File: src/rtl/pc_pkg.sv
package pc_pkg;
  localparam int BYTE_W   = 8;
  localparam int SAMPLE_W = 2 * BYTE_W;
  localparam int SLOTS    = 4;

  typedef enum logic [1:0] {SL_VHI = 2'd0, SL_VLO = 2'd1, SL_CHI = 2'd2, SL_CLO = 2'd3} slot_e;

  // Most negative code is lifted by one
  function automatic logic [SAMPLE_W-1:0] clamp_neg(input logic [SAMPLE_W-1:0] s);
    logic [SAMPLE_W-1:0] most_neg;
    most_neg = {1'b1, {(SAMPLE_W-1){1'b0}}};
    return (s == most_neg) ? (most_neg + 1'b1) : s;
  endfunction

  // Coarse magnitude of a high byte: one's complement when negative
  function automatic logic [BYTE_W-1:0] coarse_mag(input logic [BYTE_W-1:0] h);
    return h[BYTE_W-1] ? ~h : h;
  endfunction
endpackage

File: src/rtl/pc_sequencer.sv
module pc_sequencer
  import pc_pkg::*;
#(
  parameter int NPH = 3
) (
  input  logic                 clk,
  input  logic                 rst_n,
  input  logic                 frame_start,
  input  logic                 byte_valid,
  output logic                 acc,
  output logic [((NPH > 1) ? $clog2(NPH) : 1)-1:0] ph_idx,
  output slot_e                slot,
  output logic [NPH-1:0]       conv_sel,
  output logic                 frame_done
);
  localparam int TOTAL = NPH * SLOTS;
  localparam int CNT_W = $clog2(TOTAL + 1);
  localparam int PH_W  = (NPH > 1) ? $clog2(NPH) : 1;

  logic [CNT_W-1:0] cnt;
  logic             busy;
  logic             phase_end;
  logic             frame_end;

  assign acc       = busy && byte_valid && !frame_start;
  assign ph_idx    = PH_W'(cnt >> 2);
  assign slot      = slot_e'(cnt[1:0]);
  assign phase_end = acc && (slot == SL_CLO);
  assign frame_end = phase_end && (ph_idx == PH_W'(NPH - 1));

  always_ff @(posedge clk or negedge rst_n) begin
    if (!rst_n) begin
      cnt        <= '0;
      busy       <= 1'b0;
      conv_sel   <= NPH'(1);
      frame_done <= 1'b0;
    end else begin
      frame_done <= frame_end;
      if (frame_start) begin
        busy     <= 1'b1;
        cnt      <= '0;
        conv_sel <= NPH'(1);
      end else if (acc) begin
        cnt <= cnt + 1'b1;
        if (frame_end) busy <= 1'b0;
        if (phase_end) conv_sel <= frame_end ? NPH'(1) : (conv_sel << 1);
      end
    end
  end

  // select always one-hot
  a_r2_sel_onehot: assert property (@(posedge clk) disable iff (!rst_n)
    $countones(conv_sel) == 1);
  // select moves only at a phase boundary or a restart
  a_r2_sel_hold: assert property (@(posedge clk) disable iff (!rst_n)
    (!frame_start && !phase_end) |=> $stable(conv_sel));
  // phase A reselected after the frame
  a_r2_sel_wrap: assert property (@(posedge clk) disable iff (!rst_n)
    frame_end |=> (conv_sel == NPH'(1)));
  // done is a single-cycle pulse
  a_r9_done_pulse: assert property (@(posedge clk) disable iff (!rst_n)
    frame_done |=> !frame_done);
endmodule

File: src/rtl/pc_peak.sv
module pc_peak
  import pc_pkg::*;
(
  input  logic              clk,
  input  logic              rst_n,
  input  logic              clr,
  input  logic              upd,
  input  logic [BYTE_W-1:0] hi,
  output logic [BYTE_W-1:0] pk
);
  logic [BYTE_W-1:0] mag;
  logic              raise;

  assign mag   = coarse_mag(hi);
  assign raise = upd && (mag > pk);

  always_ff @(posedge clk or negedge rst_n) begin
    if (!rst_n)     pk <= '0;
    else if (clr)   pk <= '0;
    else if (raise) pk <= mag;
  end

  // clear wins and zeroes the peak
  a_r8_clear: assert property (@(posedge clk) disable iff (!rst_n)
    clr |=> (pk == '0));
  // peak never shrinks without clear
  a_r6_monotone: assert property (@(posedge clk) disable iff (!rst_n)
    !clr |=> (pk >= $past(pk)));
  // after an update the peak covers the new magnitude
  a_r6_covers: assert property (@(posedge clk) disable iff (!rst_n)
    (upd && !clr) |=> (pk >= $past(mag)));
endmodule

File: src/rtl/pc_channel.sv
module pc_channel
  import pc_pkg::*;
(
  input  logic                clk,
  input  logic                rst_n,
  input  logic                hit,
  input  slot_e               slot,
  input  logic [BYTE_W-1:0]   rx_byte,
  input  logic                clr,
  output logic [SAMPLE_W-1:0] v_now,
  output logic [SAMPLE_W-1:0] c_now,
  output logic [SAMPLE_W-1:0] v_dly,
  output logic [SAMPLE_W-1:0] c_dly,
  output logic [BYTE_W-1:0]   pk_v,
  output logic [BYTE_W-1:0]   pk_c
);
  logic [BYTE_W-1:0]   stage;
  logic [SAMPLE_W-1:0] full;
  logic                first_byte;
  logic                wr_v;
  logic                wr_c;

  assign full       = clamp_neg({stage, rx_byte});
  assign first_byte = hit && (slot == SL_VHI);
  assign wr_v       = hit && (slot == SL_VLO);
  assign wr_c       = hit && (slot == SL_CLO);

  always_ff @(posedge clk or negedge rst_n) begin
    if (!rst_n) begin
      stage <= '0;
      v_now <= '0;
      c_now <= '0;
      v_dly <= '0;
      c_dly <= '0;
    end else begin
      if (first_byte) begin
        v_dly <= v_now;
        c_dly <= c_now;
      end
      if (hit && (slot == SL_VHI || slot == SL_CHI)) stage <= rx_byte;
      if (wr_v) v_now <= full;
      if (wr_c) c_now <= full;
    end
  end

  pc_peak u_pk_v (.clk(clk), .rst_n(rst_n), .clr(clr), .upd(wr_v),
                  .hi(full[SAMPLE_W-1:BYTE_W]), .pk(pk_v));
  pc_peak u_pk_c (.clk(clk), .rst_n(rst_n), .clr(clr), .upd(wr_c),
                  .hi(full[SAMPLE_W-1:BYTE_W]), .pk(pk_c));

  // delayed copy on the first byte of the phase
  a_r3_delay_copy: assert property (@(posedge clk) disable iff (!rst_n)
    first_byte |=> (v_dly == $past(v_now)) && (c_dly == $past(c_now)));
  // most negative code never stored
  a_r5_no_min: assert property (@(posedge clk) disable iff (!rst_n)
    (v_now != {1'b1, {(SAMPLE_W-1){1'b0}}}) && (c_now != {1'b1, {(SAMPLE_W-1){1'b0}}}));
  // samples change only on their low byte
  a_r1_v_hold: assert property (@(posedge clk) disable iff (!rst_n)
    !wr_v |=> $stable(v_now));
  a_r1_c_hold: assert property (@(posedge clk) disable iff (!rst_n)
    !wr_c |=> $stable(c_now));
endmodule

File: src/rtl/phase_cond_top.sv
module phase_cond_top
  import pc_pkg::*;
#(
  parameter int NPH = 3
) (
  input  logic                          clk,
  input  logic                          rst_n,
  input  logic                          frame_start,
  input  logic                          byte_valid,
  input  logic [BYTE_W-1:0]             byte_in,
  input  logic                          test_en,
  input  logic [SAMPLE_W-1:0]           test_volt,
  input  logic [SAMPLE_W-1:0]           test_curr,
  input  logic                          peak_clr,
  output logic [NPH-1:0]                conv_sel,
  output logic [NPH-1:0][SAMPLE_W-1:0]  volt_now,
  output logic [NPH-1:0][SAMPLE_W-1:0]  curr_now,
  output logic [NPH-1:0][SAMPLE_W-1:0]  volt_dly,
  output logic [NPH-1:0][SAMPLE_W-1:0]  curr_dly,
  output logic [NPH-1:0][BYTE_W-1:0]    peak_volt,
  output logic [NPH-1:0][BYTE_W-1:0]    peak_curr,
  output logic                          frame_done
);
  localparam int PH_W = (NPH > 1) ? $clog2(NPH) : 1;

  logic            acc;
  logic [PH_W-1:0] ph_idx;
  slot_e           slot;
  logic [BYTE_W-1:0] test_byte;
  logic [BYTE_W-1:0] rx_byte;

  pc_sequencer #(.NPH(NPH)) u_seq (
    .clk(clk), .rst_n(rst_n), .frame_start(frame_start), .byte_valid(byte_valid),
    .acc(acc), .ph_idx(ph_idx), .slot(slot), .conv_sel(conv_sel), .frame_done(frame_done)
  );

  // Byte-wise test substitution
  always_comb begin
    case (slot)
      SL_VHI:  test_byte = test_volt[SAMPLE_W-1:BYTE_W];
      SL_VLO:  test_byte = test_volt[BYTE_W-1:0];
      SL_CHI:  test_byte = test_curr[SAMPLE_W-1:BYTE_W];
      default: test_byte = test_curr[BYTE_W-1:0];
    endcase
  end
  assign rx_byte = test_en ? test_byte : byte_in;

  for (genvar g = 0; g < NPH; g++) begin : g_ph
    logic hit;
    assign hit = acc && (ph_idx == PH_W'(g));
    pc_channel u_ch (
      .clk(clk), .rst_n(rst_n), .hit(hit), .slot(slot), .rx_byte(rx_byte), .clr(peak_clr),
      .v_now(volt_now[g]), .c_now(curr_now[g]), .v_dly(volt_dly[g]), .c_dly(curr_dly[g]),
      .pk_v(peak_volt[g]), .pk_c(peak_curr[g])
    );
  end
endmodule

File: config.mk
export PLATFORM = sky130hd
export DESIGN_NAME = phase_cond_top
export DESIGN_NICKNAME = d
export VERILOG_FILES = /design/src/rtl/pc_pkg.sv /design/src/rtl/pc_sequencer.sv /design/src/rtl/pc_peak.sv /design/src/rtl/pc_channel.sv /design/src/rtl/phase_cond_top.sv
export SDC_FILE = /design/constraint.sdc
export NUM_CORES = 1
export LEC_CHECK = 0
export BUFFER_PORTS_ARGS = -buffer_cell sky130_fd_sc_hd__buf_2
export CORE_MARGIN = 5
export CORE_UTILIZATION = 46
export CTS_CLUSTER_SIZE = 40
export DETAILED_ROUTE_END_ITERATION = 6
export GPL_TIMING_DRIVEN = 1
export MAX_ROUTING_LAYER = met4
export PLACE_DENSITY = 0.74
export SLEW_MARGIN = 25
export SYNTH_ARGS = -nofsm -noshare
export SYNTH_HDL_FRONTEND = slang
export SYNTH_SLANG_ARGS = --single-unit
File: constraint.sdc
create_clock -name clk -period 3.7 [get_ports clk]
set_input_delay 0.37 -clock clk [delete_from_list [all_inputs] [get_ports clk]]
set_output_delay 0.37 -clock clk [all_outputs]
set_load 0.1 [all_outputs]
# --- Word level (Yosys, flattened, before mapping) ---
# Index checks and enable logic that the tools add are counted.
op_classes:
  n_addsub: 1
  n_lt_le_gt_ge: 6
  eq_ne: 8
  n_mux: 29
  bitwise: 3
  reduce_logical: 40
ops:
  columns: ["op", "count"]
  rows:
  - ["$mux W8", 16]
  - ["$eq A16 B16 Y1 const B", 3]
  - ["$gt A8 B8 Y1", 6]
  - ["$mux W16", 3]
  - ["$logic_and A1 B1 Y1", 25]
  - ["$not A8 Y8", 3]
  - ["$pmux W8 S3", 1]
  - ["$reduce_bool A2 Y1", 9]
  - ["$mux W3", 4]
  - ["$mux W4", 2]
  - ["$eq A2 B2 Y1 const B", 3]
  - ["$add A4 B1 Y4 const B", 1]
  - ["$eq A2 B1 Y1 const B", 2]
  - ["$logic_not A2 Y1", 2]
  - ["$reduce_and A2 Y1", 2]
  - ["$mux W1", 3]
  - ["$logic_not A1 Y1", 1]
  - ["$logic_or A1 B1 Y1", 1]
totals:
  register_bits: 273
  inputBits: 46
  output_inout_bits: 244
  wordCells: 112

# --- Logic depth before layout (Yosys ltp) ---
# Gate-level depths: netlist of the first run.
logic_depth:
  depth_word: 11
  depth_mapped: 11
  depth_no_buf: 9

# --- Modules after synthesis ---
# Synthesis of the first run repeated with hierarchy kept, for this count alone.
unflattened:
  cells_unflattened: 934
  area_unflattened_um2: 12628.4
modules_own_cells:
  columns: ["module", "instances", "cells_per_inst", "area_per_inst_um2", "seq_area_each_um2"]
  rows:
  - ["pc_channel", 3, 171, 2816.5, 1801.7]
  - ["pc_peak", 6, 57, 571.8, 175.2]
  - ["pc_sequencer", 1, 39, 397.9, 226.5]
  - ["phase_cond_top", 1, 40, 350.3, 0.0]

# --- Worst setup path after synthesis of the first run ---
# Ideal clock, no wire load.
synth_path:
  path_type: "reg-to-reg"
  start: "register g_ph[0].u_ch.u_pk_c.pk[3]"
  end: "register g_ph[0].u_ch.u_pk_c.pk[3]"
  setup_time_ns: 0.144
  arrival_time_ns: 2.407
  t_required_ns: 3.556
  slack_ns: 1.149
  stages_incl_launch_ff: 10
  n_path_buf: 1
  period_less_slack_ns: 2.551
  cell_sequence: "dfrtp_1 > inv_1 > ha_1 > nand3_1 > o22ai_1 > o21bai_1 > a221o_1 > buf_4 > nor2_1 > a211oi_2"
synth_between:
  elab_chain_cells: 3
synth_rtl:
  columns: ["element", "line", "source"]
  rows:
  - ["start: declaration", "pc_peak.sv:9", "output logic [BYTE_W-1:0] pk"]
  - ["start signal: assignment", "pc_peak.sv:20", "else if (raise) pk <= mag;"]
  - ["$gt A8 B8 Y1", "pc_peak.sv:15", "assign raise = upd && (mag > pk);"]
  - ["$logic_and A1 B1 Y1", "pc_peak.sv:15", null]
  - ["$reduce_bool A2 Y1 (no source line)", null, null]
# No other way between the ends.
# A chain may end at the register's enable or synchronous reset.

# --- Worst setup path in the final report of the first run ---
layout_path:
  start: "register g_ph[0].u_ch.stage[7]"
  end: "register g_ph[0].u_ch.u_pk_c.pk[0]"
layout_between:
  elab_chain_cells: 7
  word_cells_on_any_way: 9
  cone_classes: "order compare: 1; eq/ne: 1; mux: 4; bitwise: 1; reduce/logical: 2"
layout_rtl:
  columns: ["element", "line", "source"]
  rows:
  - ["start: declaration", "pc_channel.sv:17", "logic [BYTE_W-1:0] stage;"]
  - ["start signal: assignment", "pc_channel.sv:40", "if (hit && (slot == SL_VHI || slot == SL_CHI)) stage <= rx_byte;"]
  - ["$eq A16 B16 Y1", "pc_pkg.sv:12", "return (s == most_neg) ? (most_neg + 1'b1) : s;"]
  - ["$mux W16 (*)", "pc_pkg.sv:12", null]
  - ["$not A8 Y8", "pc_pkg.sv:17", "return h[BYTE_W-1] ? ~h : h;"]
  - ["$mux W8 (*)", "pc_pkg.sv:17", null]
  - ["$gt A8 B8 Y1", "pc_peak.sv:15", null]
  - ["$logic_and A1 B1 Y1", "pc_peak.sv:15", null]
  - ["$reduce_bool A2 Y1 (no source line)", null, null]
# Every way passes the cells marked *; elsewhere a longest branch is shown, timed or not. The select of a mux whose other input is x is not followed.

==> metrics.txt, run 1 <==
# TYPE chip_impl_metric gauge
chip_impl_metric{name="clock_sinks",unit=""} 267
chip_impl_metric{name="design.final.nets",unit=""} 1323
chip_impl_metric{name="ys_seq_elements",unit=""} 267
chip_impl_metric{name="worst-endpoint-required",unit="ns"} 4.09
chip_impl_metric{name="grt_pass1_wl",unit="um"} 50100
chip_impl_metric{name="slew_headroom",unit=""} 0.310
chip_impl_info{name="timing.critical_path.to_type",value="flip-flop"} 1
chip_impl_metric{name="floorplan.io_pins",unit=""} 290
chip_impl_metric{name="ys.warnings.count",unit=""} 0
chip_impl_metric{name="buffer_ports.inserted",unit=""} 283
chip_impl_metric{name="die_height",unit="um"} 171
chip_impl_info{name="clock_tree_from_tritoncts",value="yes"} 1
chip_impl_metric{name="yosysUniqueCellTypes",unit=""} 62
chip_impl_metric{name="placementRows",unit=""} 58
chip_impl_metric{name="synthToLayoutAreaGrowth",unit="%"} 23.7
chip_impl_metric{name="count_of_nets_left_with_antenna_violations_after_detail_routing",unit=""} 0
chip_impl_info{name="clock-root-buffer",value="sky130_fd_sc_hd__clkbuf_16"} 1
chip_impl_metric{name="total_power",unit="mW"} 10.1
chip_impl_info{name="commonest_non_fill_non_tap_cell_in_the_layout",value="sky130_fd_sc_hd__buf_2"} 1
chip_impl_info{name="hp-class",value="input port to flip-flop"} 1
chip_impl_info{name="commonest_cells_after_routing_fill_and_taps_aside",value="sky130_fd_sc_hd__buf_2, sky130_fd_sc_hd__dfrtp_1, sky130_fd_sc_hd__mux2_2"} 1
chip_impl_metric{name="wire_per_inst",unit="um"} 19.9
chip_impl_info{name="yosys-top-cells-area",value="sky130_fd_sc_hd__dfrtp_1, sky130_fd_sc_hd__mux2_2, sky130_fd_sc_hd__ha_1"} 1
chip_impl_info{name="dominantRegCellSynth",value="sky130_fd_sc_hd__dfrtp_1"} 1
chip_impl_metric{name="grt_antenna_before_repair",unit=""} 0
chip_impl_metric{name="leakagePower",unit="nW"} 7.79
chip_impl_metric{name="post-cts-setup-buffer-count",unit=""} 0
chip_impl_metric{name="number_of_enable_flip_flop_cells_after_synthesis",unit=""} 0
chip_impl_metric{name="arrival",unit="ns"} 3.12
chip_impl_metric{name="vdd.ir_drop.worst",unit="uV"} 990
chip_impl_metric{name="detail_route.drc_violations",unit=""} 0
chip_impl_metric{name="share_of_the_yosys_chip_area_belonging_to_registers",unit=""} 0.563
chip_impl_metric{name="globalplace.congestion",unit=""} 0.899
chip_impl_metric{name="final_max_slew_viol_count",unit=""} 0
chip_impl_metric{name="cts_buffers",unit=""} 29
chip_impl_metric{name="1st_pass_router_iterations",unit=""} 4
chip_impl_metric{name="gr-usage-all-layers",unit=""} 0.223
chip_impl_metric{name="ctsHtreeMaxLevel",unit=""} 1
chip_impl_metric{name="clock_latency",unit="ns"} 0.54
chip_impl_info{name="outcome",value="complete, no violations"} 1
chip_impl_metric{name="synthesis.area",unit="mm2"} 0.0119
chip_impl_metric{name="cts_buffer_depth",unit=""} 3
chip_impl_metric{name="postSynthCellCount",unit=""} 944
chip_impl_metric{name="layout_worst_path_cycle_share",unit=""} 0.738
chip_impl_metric{name="setup-violations-final",unit=""} 0
chip_impl_info{name="library_cell_occupying_the_most_area_in_the_post_synthesis_netlist",value="sky130_fd_sc_hd__dfrtp_1"} 1
chip_impl_metric{name="path_clk_slew",unit="ns"} 0.06
chip_impl_metric{name="total_wirelength",unit="um"} 31600
chip_impl_metric{name="crit_path_max_fanout",unit=""} 13
chip_impl_metric{name="largest_net_degree_at_the_start_of_global_routing",unit=""} 104
chip_impl_info{name="grt_setup_unrepaired",value="no"} 1
chip_impl_metric{name="postSynth.asyncResetShare",unit=""} 1.00
chip_impl_metric{name="diodes",unit=""} 0
chip_impl_info{name="critical-path-slowest-cell",value="sky130_fd_sc_hd__dfrtp_1"} 1
chip_impl_metric{name="core-area",unit="mm2"} 0.0253
chip_impl_info{name="crit_path_cell_trace",value="xor2_1 > ha_1 > a21oi_1 > o22ai_1 > o21bai_1 > a221o_1 > mux2i_1 > nor2_1"} 1
chip_impl_metric{name="dieWidth",unit="um"} 171
chip_impl_metric{name="syn-mean-instance-area",unit="um2"} 12.6
chip_impl_metric{name="vias_per_cell",unit=""} 5.26
chip_impl_metric{name="hpwl",unit="um"} 22800
chip_impl_metric{name="finalInstanceArea",unit="mm2"} 0.0147
chip_impl_metric{name="highest_clock_rate",unit="GHz"} 0.366
chip_impl_metric{name="drtIter0Drc",unit=""} 632
chip_impl_metric{name="fin_setup_tns",unit="ns"} 0
chip_impl_metric{name="worst_pin_slew",unit="ns"} 1.03
chip_impl_metric{name="starting_density",unit=""} 0.469
chip_impl_metric{name="post_cts.resized_instances",unit=""} 0
chip_impl_metric{name="vias_in_the_first_global_route",unit=""} 8866
chip_impl_info{name="cp-start-kind",value="flip-flop"} 1
chip_impl_metric{name="reg2reg_depth",unit=""} 8
chip_impl_metric{name="placedInstanceArea",unit="mm2"} 0.0136
chip_impl_metric{name="timing.max_cap.violations",unit=""} 0
chip_impl_metric{name="skew",unit="ns"} 0.0194
chip_impl_info{name="timing.setup.critical_path_class",value="flip-flop to flip-flop"} 1
chip_impl_metric{name="fin_crit",unit="ns"} 2.73
chip_impl_metric{name="holdPathStages",unit=""} 3
chip_impl_metric{name="grt.overflow.total",unit=""} 0
chip_impl_metric{name="crit_path_max_incr_delay",unit="ns"} 0.62
chip_impl_metric{name="final_hold_fails",unit=""} 0
chip_impl_metric{name="fraction_of_final_layout_cells_sized_beyond_drive_strength_1",unit=""} 0.410
chip_impl_metric{name="die-area",unit="mm2"} 0.0291
chip_impl_metric{name="vias",unit=""} 8331
chip_impl_metric{name="p_per_area",unit="mW/mm2"} 690
chip_impl_metric{name="netlist.area_leader.share",unit=""} 0.561
-- critical path, delay by kind of cell, from the launching register on --
family / cells / cell delay (ns)
flops: 1 / 0.62
compound gates: 4 / 0.93
fa+ha+maj: 1 / 0.33
xor+xnor: 1 / 0.40
simple gates: 1 / 0.05
mux: 1 / 0.24
-- where the power goes --
group	switching [mW]	leakage (nW)	internal [mW]	total, mW
sequential	0.294	3.61	3.24	3.53
clock	1.19	0.495	1.89	3.08
combinational	2.85	3.68	0.677	3.53
total	4.34	7.79	5.80	10.1
-- final cells by class --
class                           instances  area (um2)
Inverter                               48         180
Tap cell                              330         413
Fill cell                            2115       10600
Multi-Input combinational cell        583        4790
Clock buffer                           36         802
Sequential cell                       267        6680
Clock inverter                         17         230
Timing Repair Buffer                  302        1590
-- repair_timing --
| action | in CTS | in global routing |
|---|---|---|
| hold endpoints to repair | 98 | 0 |
| hold buffers | 1 | 0 |
| endpoints found under the setup margin | 0 | 0 |
-- layer usage --
| layer | global-route usage | vias to the layer above | wire length [um] |
|---|---|---|---|
| met3 | 0.0377 | 31 | 2150 |
| li1 | - | 3879 | - |
| met1 | 0.298 | 4147 | 13700 |
| met5 | - | - | 0 |
| met4 | 0.0427 | 0 | 442 |
| met2 | 0.363 | 274 | 15300 |
-- registers in the layout, summed over array words and instances, names as in the netlist --
name / cells
g_ph.u_ch.c_dly: 48
g_ph.u_ch.c_now: 48
g_ph.u_ch.v_dly: 48
g_ph.u_ch.v_now: 48
g_ph.u_ch.stage: 24
g_ph.u_ch.u_pk_c.pk: 21
g_ph.u_ch.u_pk_v.pk: 21
u_seq.cnt: 4
u_seq.conv_sel: 3
u_seq.busy: 1
u_seq.frame_done: 1
-- worst paths after layout --
check / from / slack [ns] / to
worst max-delay path: g_ph[0].u_ch.stage[7] / 0.97 / g_ph[0].u_ch.u_pk_c.pk[0]
worst min-delay path: byte_valid / 0.14 / u_seq.cnt[1]
worst max register to register: g_ph[0].u_ch.stage[7] / 0.97 / g_ph[0].u_ch.u_pk_c.pk[0]
worst min register to register: g_ph[1].u_ch.c_dly[11] / 0.48 / g_ph[1].u_ch.c_dly[11]
max in group asynchronous: rst_n / 2.26 / u_seq.conv_sel[0]
min in group asynchronous: rst_n / 0.46 / g_ph[2].u_ch.u_pk_c.pk[0]
-- cells in the mapped netlist, types with 4 or more instances --
cell,instances
sky130_fd_sc_hd__o21a_1,4
sky130_fd_sc_hd__a211oi_2,12
sky130_fd_sc_hd__mux2i_1,8
sky130_fd_sc_hd__nand2_1,35
sky130_fd_sc_hd__a21o_1,10
sky130_fd_sc_hd__a22oi_1,8
sky130_fd_sc_hd__buf_4,9
sky130_fd_sc_hd__o31ai_1,6
sky130_fd_sc_hd__inv_1,48
sky130_fd_sc_hd__nor2_1,93
sky130_fd_sc_hd__xor2_1,15
sky130_fd_sc_hd__xnor2_1,8
sky130_fd_sc_hd__nand3b_1,8
sky130_fd_sc_hd__and3_1,4
sky130_fd_sc_hd__nor2b_1,7
sky130_fd_sc_hd__a211oi_1,15
sky130_fd_sc_hd__nand3_1,13
sky130_fd_sc_hd__o22ai_1,4
sky130_fd_sc_hd__ha_1,46
sky130_fd_sc_hd__clkbuf_1,12
sky130_fd_sc_hd__o21ai_0,9
sky130_fd_sc_hd__mux2_1,47
sky130_fd_sc_hd__and4b_1,4
sky130_fd_sc_hd__a21oi_1,46
sky130_fd_sc_hd__dfrtp_1,266
sky130_fd_sc_hd__mux2_2,122
sky130_fd_sc_hd__buf_2,27
-- kinds of logic (layout without fill, tap and decap cells) --
logic type	Yosys count	count (layout)	synth area share
AND/OR/NAND/NOR	188	188	0.0756
other	1	6	0.000316
adder cells (fa/ha/maj)	46	46	0.0485
multiplexers	177	177	0.167
flip-flops	267	267	0.563
buffers and inverters	99	403	0.0377
XOR/XNOR	23	23	0.0170
AO/OA/AOI/OAI	143	143	0.0910
-- per-stage QoR --
step / hold slack, ns / setup WS, ns / std cells / util
floorplan: 0.0744 / 1.15 / 949 / -
global placement: 0.464 / 1.06 / 1529 / 0.539
detailed placement: 0.469 / 0.962 / 1529 / 0.539
CTS: 0.117 / 0.941 / 1583 / 0.580
global route: 0.145 / 0.694 / 1583 / 0.580
finish: 0.138 / 0.970 / 1583 / 0.580
No activity file was read; power rests on OpenSTA's default activity.
==> inputs of run 2 (changes only) <==
==> constraint.sdc (replaced) <==
create_clock -name clk -period 2.8 [get_ports clk]
set_input_delay 0.28 -clock clk [delete_from_list [all_inputs] [get_ports clk]]
set_output_delay 0.28 -clock clk [all_outputs]
set_load 0.1 [all_outputs]
==> run 2 against run 1 <==
Power increased by 30%. First-iteration DRC count decreased by 29%. Combinational power increased by 34%. Cell area increased by 0.88%. Die area unchanged. Count of clock-buffer cells in the layout decreased by 3. Clock power increased by 25%. Wire length decreased by 2.1%. Largest power group is now combinational cells. Worst setup slack got worse by 0.80 ns. Final cell count increased by 1.3%. Largest cell class unchanged. Worst hold slack got worse by 0.069 ns. Sequential share of layout area decreased by 0.40 points. Critical path type unchanged.
==> metrics.txt, run 2 (synthesis results as in run 1) <==
# TYPE chip_impl_metric gauge
chip_impl_metric{name="placedInstanceArea",unit="mm2"} 0.0138
chip_impl_metric{name="fraction_of_final_layout_cells_sized_beyond_drive_strength_1",unit=""} 0.421
chip_impl_metric{name="globalplace.congestion",unit=""} 0.887
chip_impl_metric{name="grt_pass1_wl",unit="um"} 49600
chip_impl_metric{name="worst-endpoint-required",unit="ns"} 3.25
chip_impl_metric{name="detail_route.drc_violations",unit=""} 0
chip_impl_info{name="timing.setup.critical_path_class",value="flip-flop to flip-flop"} 1
chip_impl_info{name="commonest_cells_after_routing_fill_and_taps_aside",value="sky130_fd_sc_hd__buf_2, sky130_fd_sc_hd__dfrtp_1, sky130_fd_sc_hd__mux2_2"} 1
chip_impl_metric{name="design.final.nets",unit=""} 1345
chip_impl_metric{name="fin_setup_tns",unit="ns"} 0
chip_impl_info{name="outcome",value="complete, no violations"} 1
chip_impl_metric{name="setup-violations-final",unit=""} 0
chip_impl_metric{name="grt_antenna_before_repair",unit=""} 0
chip_impl_metric{name="synthToLayoutAreaGrowth",unit="%"} 24.8
chip_impl_metric{name="arrival",unit="ns"} 3.08
chip_impl_info{name="grt_setup_unrepaired",value="no"} 1
chip_impl_metric{name="met2_usage",unit=""} 0.367
chip_impl_metric{name="slew_headroom",unit=""} 0.545
chip_impl_info{name="critical-path-top-cell-by-count",value="sky130_fd_sc_hd__a31oi_1"} 1
chip_impl_metric{name="vias_per_cell",unit=""} 5.23
chip_impl_metric{name="die-area",unit="mm2"} 0.0291
chip_impl_metric{name="met1_usage",unit=""} 0.290
chip_impl_metric{name="floorplan.io_pins",unit=""} 290
chip_impl_info{name="clock-root-buffer",value="sky130_fd_sc_hd__clkbuf_16"} 1
chip_impl_info{name="min_from",value="byte_valid"} 1
chip_impl_metric{name="vias_in_the_first_global_route",unit=""} 8836
chip_impl_info{name="clock_tree_from_tritoncts",value="yes"} 1
chip_impl_metric{name="clock_latency",unit="ns"} 0.54
chip_impl_metric{name="ctsHtreeMaxLevel",unit=""} 1
chip_impl_metric{name="dieWidth",unit="um"} 171
chip_impl_info{name="cp-start-kind",value="flip-flop"} 1
chip_impl_info{name="commonest_non_fill_non_tap_cell_in_the_layout",value="sky130_fd_sc_hd__buf_2"} 1
chip_impl_metric{name="timing.max_cap.violations",unit=""} 0
chip_impl_metric{name="vias",unit=""} 8387
chip_impl_metric{name="crit_path_max_incr_delay",unit="ns"} 0.62
chip_impl_metric{name="reg2reg_depth",unit=""} 7
chip_impl_info{name="hp-class",value="input port to flip-flop"} 1
chip_impl_metric{name="clock_sinks",unit=""} 267
chip_impl_metric{name="wire_per_inst",unit="um"} 19.3
chip_impl_metric{name="vdd.ir_drop.worst",unit="uV"} 1100
chip_impl_info{name="global_route.peak_usage_layer",value="met2"} 1
chip_impl_metric{name="total_power",unit="mW"} 13.2
chip_impl_metric{name="multiInputGateArea",unit="mm2"} 0.00480
chip_impl_metric{name="die_height",unit="um"} 171
chip_impl_info{name="hold_end",value="u_seq.cnt[1]"} 1
chip_impl_info{name="critical_path.reg2reg.startpoint",value="u_seq.cnt[0]"} 1
chip_impl_metric{name="grt.overflow.total",unit=""} 0
chip_impl_metric{name="1st_pass_router_iterations",unit=""} 4
chip_impl_metric{name="regArea",unit="mm2"} 0.00668
chip_impl_metric{name="skew",unit="ns"} 0.0197
chip_impl_info{name="critical-path-slowest-cell",value="sky130_fd_sc_hd__nor4_2"} 1
chip_impl_metric{name="starting_density",unit=""} 0.469
chip_impl_metric{name="path_clk_slew",unit="ns"} 0.06
chip_impl_metric{name="total_wirelength",unit="um"} 30900
chip_impl_metric{name="layout_worst_path_cycle_share",unit=""} 0.939
chip_impl_metric{name="core-area",unit="mm2"} 0.0253
chip_impl_metric{name="final_hold_fails",unit=""} 0
chip_impl_metric{name="final_max_slew_viol_count",unit=""} 0
chip_impl_info{name="regToRegEndpoint",value="g_ph[0].u_ch.v_now[0]"} 1
chip_impl_info{name="timing.critical_path.to_type",value="flip-flop"} 1
chip_impl_metric{name="fin_crit",unit="ns"} 2.63
chip_impl_metric{name="p_per_area",unit="mW/mm2"} 893
chip_impl_metric{name="detailedPlace.worstSlack",unit="ns"} 0.188
chip_impl_metric{name="crit_path_max_fanout",unit=""} 11
chip_impl_metric{name="worst_pin_slew",unit="ns"} 0.677
chip_impl_metric{name="largest_net_degree_at_the_start_of_global_routing",unit=""} 78
chip_impl_metric{name="highest_clock_rate",unit="GHz"} 0.381
chip_impl_metric{name="finalInstanceArea",unit="mm2"} 0.0148
chip_impl_metric{name="holdPathStages",unit=""} 3
chip_impl_metric{name="cts_buffers",unit=""} 29
chip_impl_metric{name="count_of_nets_left_with_antenna_violations_after_detail_routing",unit=""} 0
chip_impl_metric{name="cts_buffer_depth",unit=""} 3
chip_impl_metric{name="buffer_ports.inserted",unit=""} 283
chip_impl_metric{name="hpwl",unit="um"} 22700
chip_impl_metric{name="drtIter0Drc",unit=""} 448
chip_impl_metric{name="leakagePower",unit="nW"} 7.89
chip_impl_metric{name="gr-usage-all-layers",unit=""} 0.220
chip_impl_metric{name="grt.met3_usage",unit=""} 0.0310
chip_impl_metric{name="final_critical_path_setup_slack",unit="ns"} 0.172
chip_impl_metric{name="ff2ff_setup_slack",unit="ns"} 0.17
chip_impl_metric{name="placementRows",unit=""} 58
chip_impl_metric{name="final.fill_count",unit=""} 2087
chip_impl_info{name="crit_path_cell_trace",value="inv_1 > ha_1 > a22oi_1 > a31oi_1 > nor4_2 > a41oi_1 > a31oi_1"} 1
==> run 2: cell types whose count changed in the layout (fill, tap and decap cells not counted), sizes merged <==
cell	change
buf	+22
clkbuf	-3
diode	+2
clkinv	+3
clkinvlp	-2
bufinv	-1
==> run 2: what timing repair did <==
action	CTS	global route
setup buffers	0	1
resized for setup	0	1
endpoints found under the setup margin	0	3
hold buffers	1	0
hold endpoints to repair	40	0
==> run 2: final cells by class <==
cell class / count / area share
sequential: 267 / 0.451
multi-input combinational: 583 / 0.324
inverter: 48 / 0.0122
clock inverter: 17 / 0.0133
antenna: 2 / 0.000338
tap: 330 / 0.0279
clock buffer: 33 / 0.0520
timing repair buffer: 324 / 0.120
==> run 2: metal layers <==
layer	vias up	wire (um)	share of wire
met3	38	1830	0.059
met4	0	491	0.016
met2	237	15300	0.50
li1	3928	-	-
met1	4184	13200	0.43
met5	-	0	0
==> run 2: how the worst max path moves through the flow <==
stage	depth (start not counted)	end	slack (ns)	from
global placement	8	g_ph[0].u_ch.u_pk_v.pk[5]	0.27	g_ph[0].u_ch.stage[7]
global route	8	g_ph[1].u_ch.u_pk_c.pk[4]	0.0002	g_ph[1].u_ch.stage[7]
detailed placement	7	g_ph[0].u_ch.v_now[0]	0.19	u_seq.cnt[0]
finish	7	g_ph[0].u_ch.v_now[0]	0.17	u_seq.cnt[0]
floorplan	9	g_ph[0].u_ch.u_pk_c.pk[3]	0.25	g_ph[0].u_ch.u_pk_c.pk[3]
CTS	7	g_ph[0].u_ch.v_now[0]	0.18	u_seq.cnt[0]
==> run 2: worst max-delay path: cells and delay by family (launching register included) <==
family / cells / cell delay (ns)
simple gates: 1 / 0.62
compound gates: 4 / 1.05
buf+inv: 1 / 0.10
flops: 1 / 0.39
fa+ha+maj: 1 / 0.39
==> run 2: power by group <==
| part | total [mW] | switching [mW] | leakage (nW) | internal (mW) |
|---|---|---|---|---|
| clock | 3.85 | 1.52 | 0.476 | 2.33 |
| sequential | 4.65 | 0.367 | 3.61 | 4.28 |
| combinational | 4.73 | 3.77 | 3.80 | 0.953 |
| total | 13.2 | 5.66 | 7.89 | 7.56 |
==> run 2: metrics by stage <==
stage | cells | hold WS (ns) | utilization
after floorplan | 949 | -0.0156 | -
after global placement | 1550 | 0.198 | 0.546
after detailed placement | 1550 | 0.203 | 0.546
after CTS | 1601 | 0.0431 | 0.585
after global routing | 1602 | 0.0481 | 0.585
final | 1604 | 0.0691 | 0.585
==> inputs of run 3 (changes only) <==
--- a/config.mk
+++ b/config.mk
@@ -6,7 +6,7 @@
 export NUM_CORES = 1
 export LEC_CHECK = 0
 export BUFFER_PORTS_ARGS = -buffer_cell sky130_fd_sc_hd__buf_2
-export CORE_MARGIN = 5
+export CORE_MARGIN = 4
 export CORE_UTILIZATION = 46
 export CTS_CLUSTER_SIZE = 40
 export DETAILED_ROUTE_END_ITERATION = 6
==> run 3 against run 2 <==
Cell area increased by 0.39%. Critical path depth grew 1. Clock skew is 0.013 ns lower. Largest power group unchanged. Sequential share of layout area is 0.17 points lower. First-iteration DRC count increased by 8.5%. Via count increased by 0.92%. Non-clock buffer count unchanged.
==> metrics.txt, run 3 (synthesis results as in run 1) <==
# TYPE chip_impl_metric gauge
chip_impl_metric{name="layout.cells.non_filler",unit=""} 1604
chip_impl_info{name="timing.critical_path.to_type",value="flip-flop"} 1
chip_impl_metric{name="hpwl",unit="um"} 22500
chip_impl_metric{name="vias",unit=""} 8464
chip_impl_metric{name="final_max_slew_viol_count",unit=""} 0
chip_impl_metric{name="layout_worst_path_cycle_share",unit=""} 0.897
chip_impl_info{name="timing.setup.critical_path_class",value="flip-flop to flip-flop"} 1
chip_impl_info{name="cp-start-kind",value="flip-flop"} 1
chip_impl_metric{name="regArea",unit="mm2"} 0.00668
chip_impl_metric{name="dieWidth",unit="um"} 169
chip_impl_metric{name="multiInputGateArea",unit="mm2"} 0.00481
chip_impl_metric{name="core-area",unit="mm2"} 0.0253
chip_impl_metric{name="setup-violations-final",unit=""} 0
chip_impl_metric{name="path_clk_slew",unit="ns"} 0.06
chip_impl_metric{name="starting_density",unit=""} 0.470
chip_impl_metric{name="cts_buffers",unit=""} 28
chip_impl_metric{name="largest_net_degree_at_the_start_of_global_routing",unit=""} 106
chip_impl_metric{name="count_of_nets_left_with_antenna_violations_after_detail_routing",unit=""} 0
chip_impl_metric{name="ctsHtreeMaxLevel",unit=""} 1
chip_impl_metric{name="die-area",unit="mm2"} 0.0284
chip_impl_metric{name="wire_per_inst",unit="um"} 19.3
chip_impl_metric{name="vias_in_the_first_global_route",unit=""} 8846
chip_impl_metric{name="detail_route.drc_violations",unit=""} 0
chip_impl_info{name="critical_path.reg2reg.startpoint",value="g_ph[1].u_ch.stage[7]"} 1
chip_impl_info{name="min_from",value="byte_valid"} 1
chip_impl_metric{name="globalplace.congestion",unit=""} 0.829
chip_impl_metric{name="p_per_area",unit="mW/mm2"} 888
chip_impl_info{name="outcome",value="complete, no violations"} 1
chip_impl_metric{name="grt_antenna_before_repair",unit=""} 2
chip_impl_metric{name="slew_headroom",unit=""} 0.435
chip_impl_metric{name="die_height",unit="um"} 169
chip_impl_metric{name="total_wirelength",unit="um"} 31000
chip_impl_metric{name="highest_clock_rate",unit="GHz"} 0.398
chip_impl_info{name="commonest_cells_after_routing_fill_and_taps_aside",value="sky130_fd_sc_hd__buf_2, sky130_fd_sc_hd__dfrtp_1, sky130_fd_sc_hd__mux2_2"} 1
chip_impl_metric{name="skew",unit="ns"} 0.00697
chip_impl_metric{name="placementRows",unit=""} 58
chip_impl_metric{name="timing.max_cap.violations",unit=""} 0
chip_impl_metric{name="vdd.ir_drop.worst",unit="uV"} 1150
chip_impl_metric{name="drtIter0Drc",unit=""} 486
chip_impl_metric{name="fin_crit",unit="ns"} 2.51
chip_impl_metric{name="worst_pin_slew",unit="ns"} 0.847
chip_impl_info{name="commonest_non_fill_non_tap_cell_in_the_layout",value="sky130_fd_sc_hd__buf_2"} 1
chip_impl_metric{name="design.final.nets",unit=""} 1344
chip_impl_metric{name="clock_latency",unit="ns"} 0.53
chip_impl_metric{name="arrival",unit="ns"} 2.89
chip_impl_metric{name="synthToLayoutAreaGrowth",unit="%"} 25.3
chip_impl_metric{name="fin_setup_tns",unit="ns"} 0
chip_impl_metric{name="crit_path_max_fanout",unit=""} 11
chip_impl_metric{name="final.fill_count",unit=""} 2100
chip_impl_metric{name="buffer_ports.inserted",unit=""} 283
chip_impl_metric{name="post-place-cells",unit=""} 1550
chip_impl_info{name="clock_tree_from_tritoncts",value="yes"} 1
chip_impl_info{name="grt_setup_unrepaired",value="no"} 1
chip_impl_metric{name="final_hold_fails",unit=""} 0
chip_impl_info{name="hp-class",value="input port to flip-flop"} 1
chip_impl_metric{name="1st_pass_router_iterations",unit=""} 4
chip_impl_info{name="worstSetupStartpoint",value="g_ph[1].u_ch.stage[7]"} 1
chip_impl_metric{name="vias_per_cell",unit=""} 5.28
chip_impl_metric{name="gr-usage-all-layers",unit=""} 0.224
chip_impl_metric{name="floorplan.io_pins",unit=""} 290
chip_impl_metric{name="grt.overflow.total",unit=""} 0
chip_impl_metric{name="clock_sinks",unit=""} 267
chip_impl_info{name="clock-root-buffer",value="sky130_fd_sc_hd__clkbuf_16"} 1
chip_impl_metric{name="leakagePower",unit="nW"} 7.90
chip_impl_metric{name="cts_buffer_depth",unit=""} 3
chip_impl_metric{name="fraction_of_final_layout_cells_sized_beyond_drive_strength_1",unit=""} 0.419
chip_impl_metric{name="worst-endpoint-required",unit="ns"} 3.18
chip_impl_metric{name="grt_pass1_wl",unit="um"} 49700
run 3: repair_timing:
item / CTS / global route
setup buffers: 0 / 1
resized for setup: 0 / 4
hold endpoints to repair: 98 / 0
hold buffers: 1 / 0
setup endpoints to repair: 0 / 18
run 3: area by class of cell:
type / instances / area share
multi-input combinational: 583 / 0.324
inverter: 48 / 0.0121
timing repair buffer: 324 / 0.122
sequential: 267 / 0.449
clock inverter: 11 / 0.00908
antenna: 1 / 0.000168
tap: 330 / 0.0278
clock buffer: 40 / 0.0563
run 3: stage by stage:
stage | setup WS (ns) | power [mW] | utilization | hold slack, ns | area (um2)
5_1_grt | 0.101 | 13.8 | 0.589 | 0.0402 | 14900
4_1_cts | 0.138 | 13.3 | 0.587 | 0.0278 | 14800
6_report | 0.287 | 13.2 | 0.589 | 0.0519 | 14900
3_3_place_gp | 0.230 | 9.36 | 0.549 | 0.412 | 13900
3_5_place_dp | 0.171 | 9.44 | 0.549 | 0.421 | 13900
2_1_floorplan | 0.249 | 8.41 | - | -0.0156 | 11900
run 3: where the power goes:
part | total (mW) | internal (mW) | switching, mW
clock | 3.84 | 2.35 | 1.50
combinational | 4.70 | 0.936 | 3.76
sequential | 4.66 | 4.28 | 0.380
run 3: critical path: stages, from the launching register on:
cell and delay (ns):
sky130_fd_sc_hd__dfrtp_1 0.60, sky130_fd_sc_hd__xor2_1 0.41, sky130_fd_sc_hd__ha_1 0.32, sky130_fd_sc_hd__nor2b_1 0.13, sky130_fd_sc_hd__o21a_1 0.15, sky130_fd_sc_hd__o21ai_0 0.30
sky130_fd_sc_hd__a21oi_4 0.18, sky130_fd_sc_hd__mux2i_1 0.20, sky130_fd_sc_hd__nor2_1 0.06
run 3: worst paths after layout:
path | cells past startpoint | endpoint | slack [ns]
setup / recovery | 8 | g_ph[1].u_ch.u_pk_v.pk[6] | 0.29
hold / removal | 3 | u_seq.cnt[1] | 0.05
setup reg to reg | 8 | g_ph[1].u_ch.u_pk_v.pk[6] | 0.29
hold reg to reg | 1 | g_ph[1].u_ch.c_dly[12] | 0.48
max in group asynchronous | 3 | g_ph[0].u_ch.c_dly[6] | 1.58
min in group asynchronous | 2 | g_ph[2].u_ch.u_pk_c.pk[1] | 0.43
run 3: metal layers:
metal  global-route usage  up-vias  wire (um)
met5                    -        -          0
met4               0.0550        0        653
met3               0.0255       43       1470
met2                0.368      248      15300
met1                0.301     4233      13700
li1                     -     3940          -
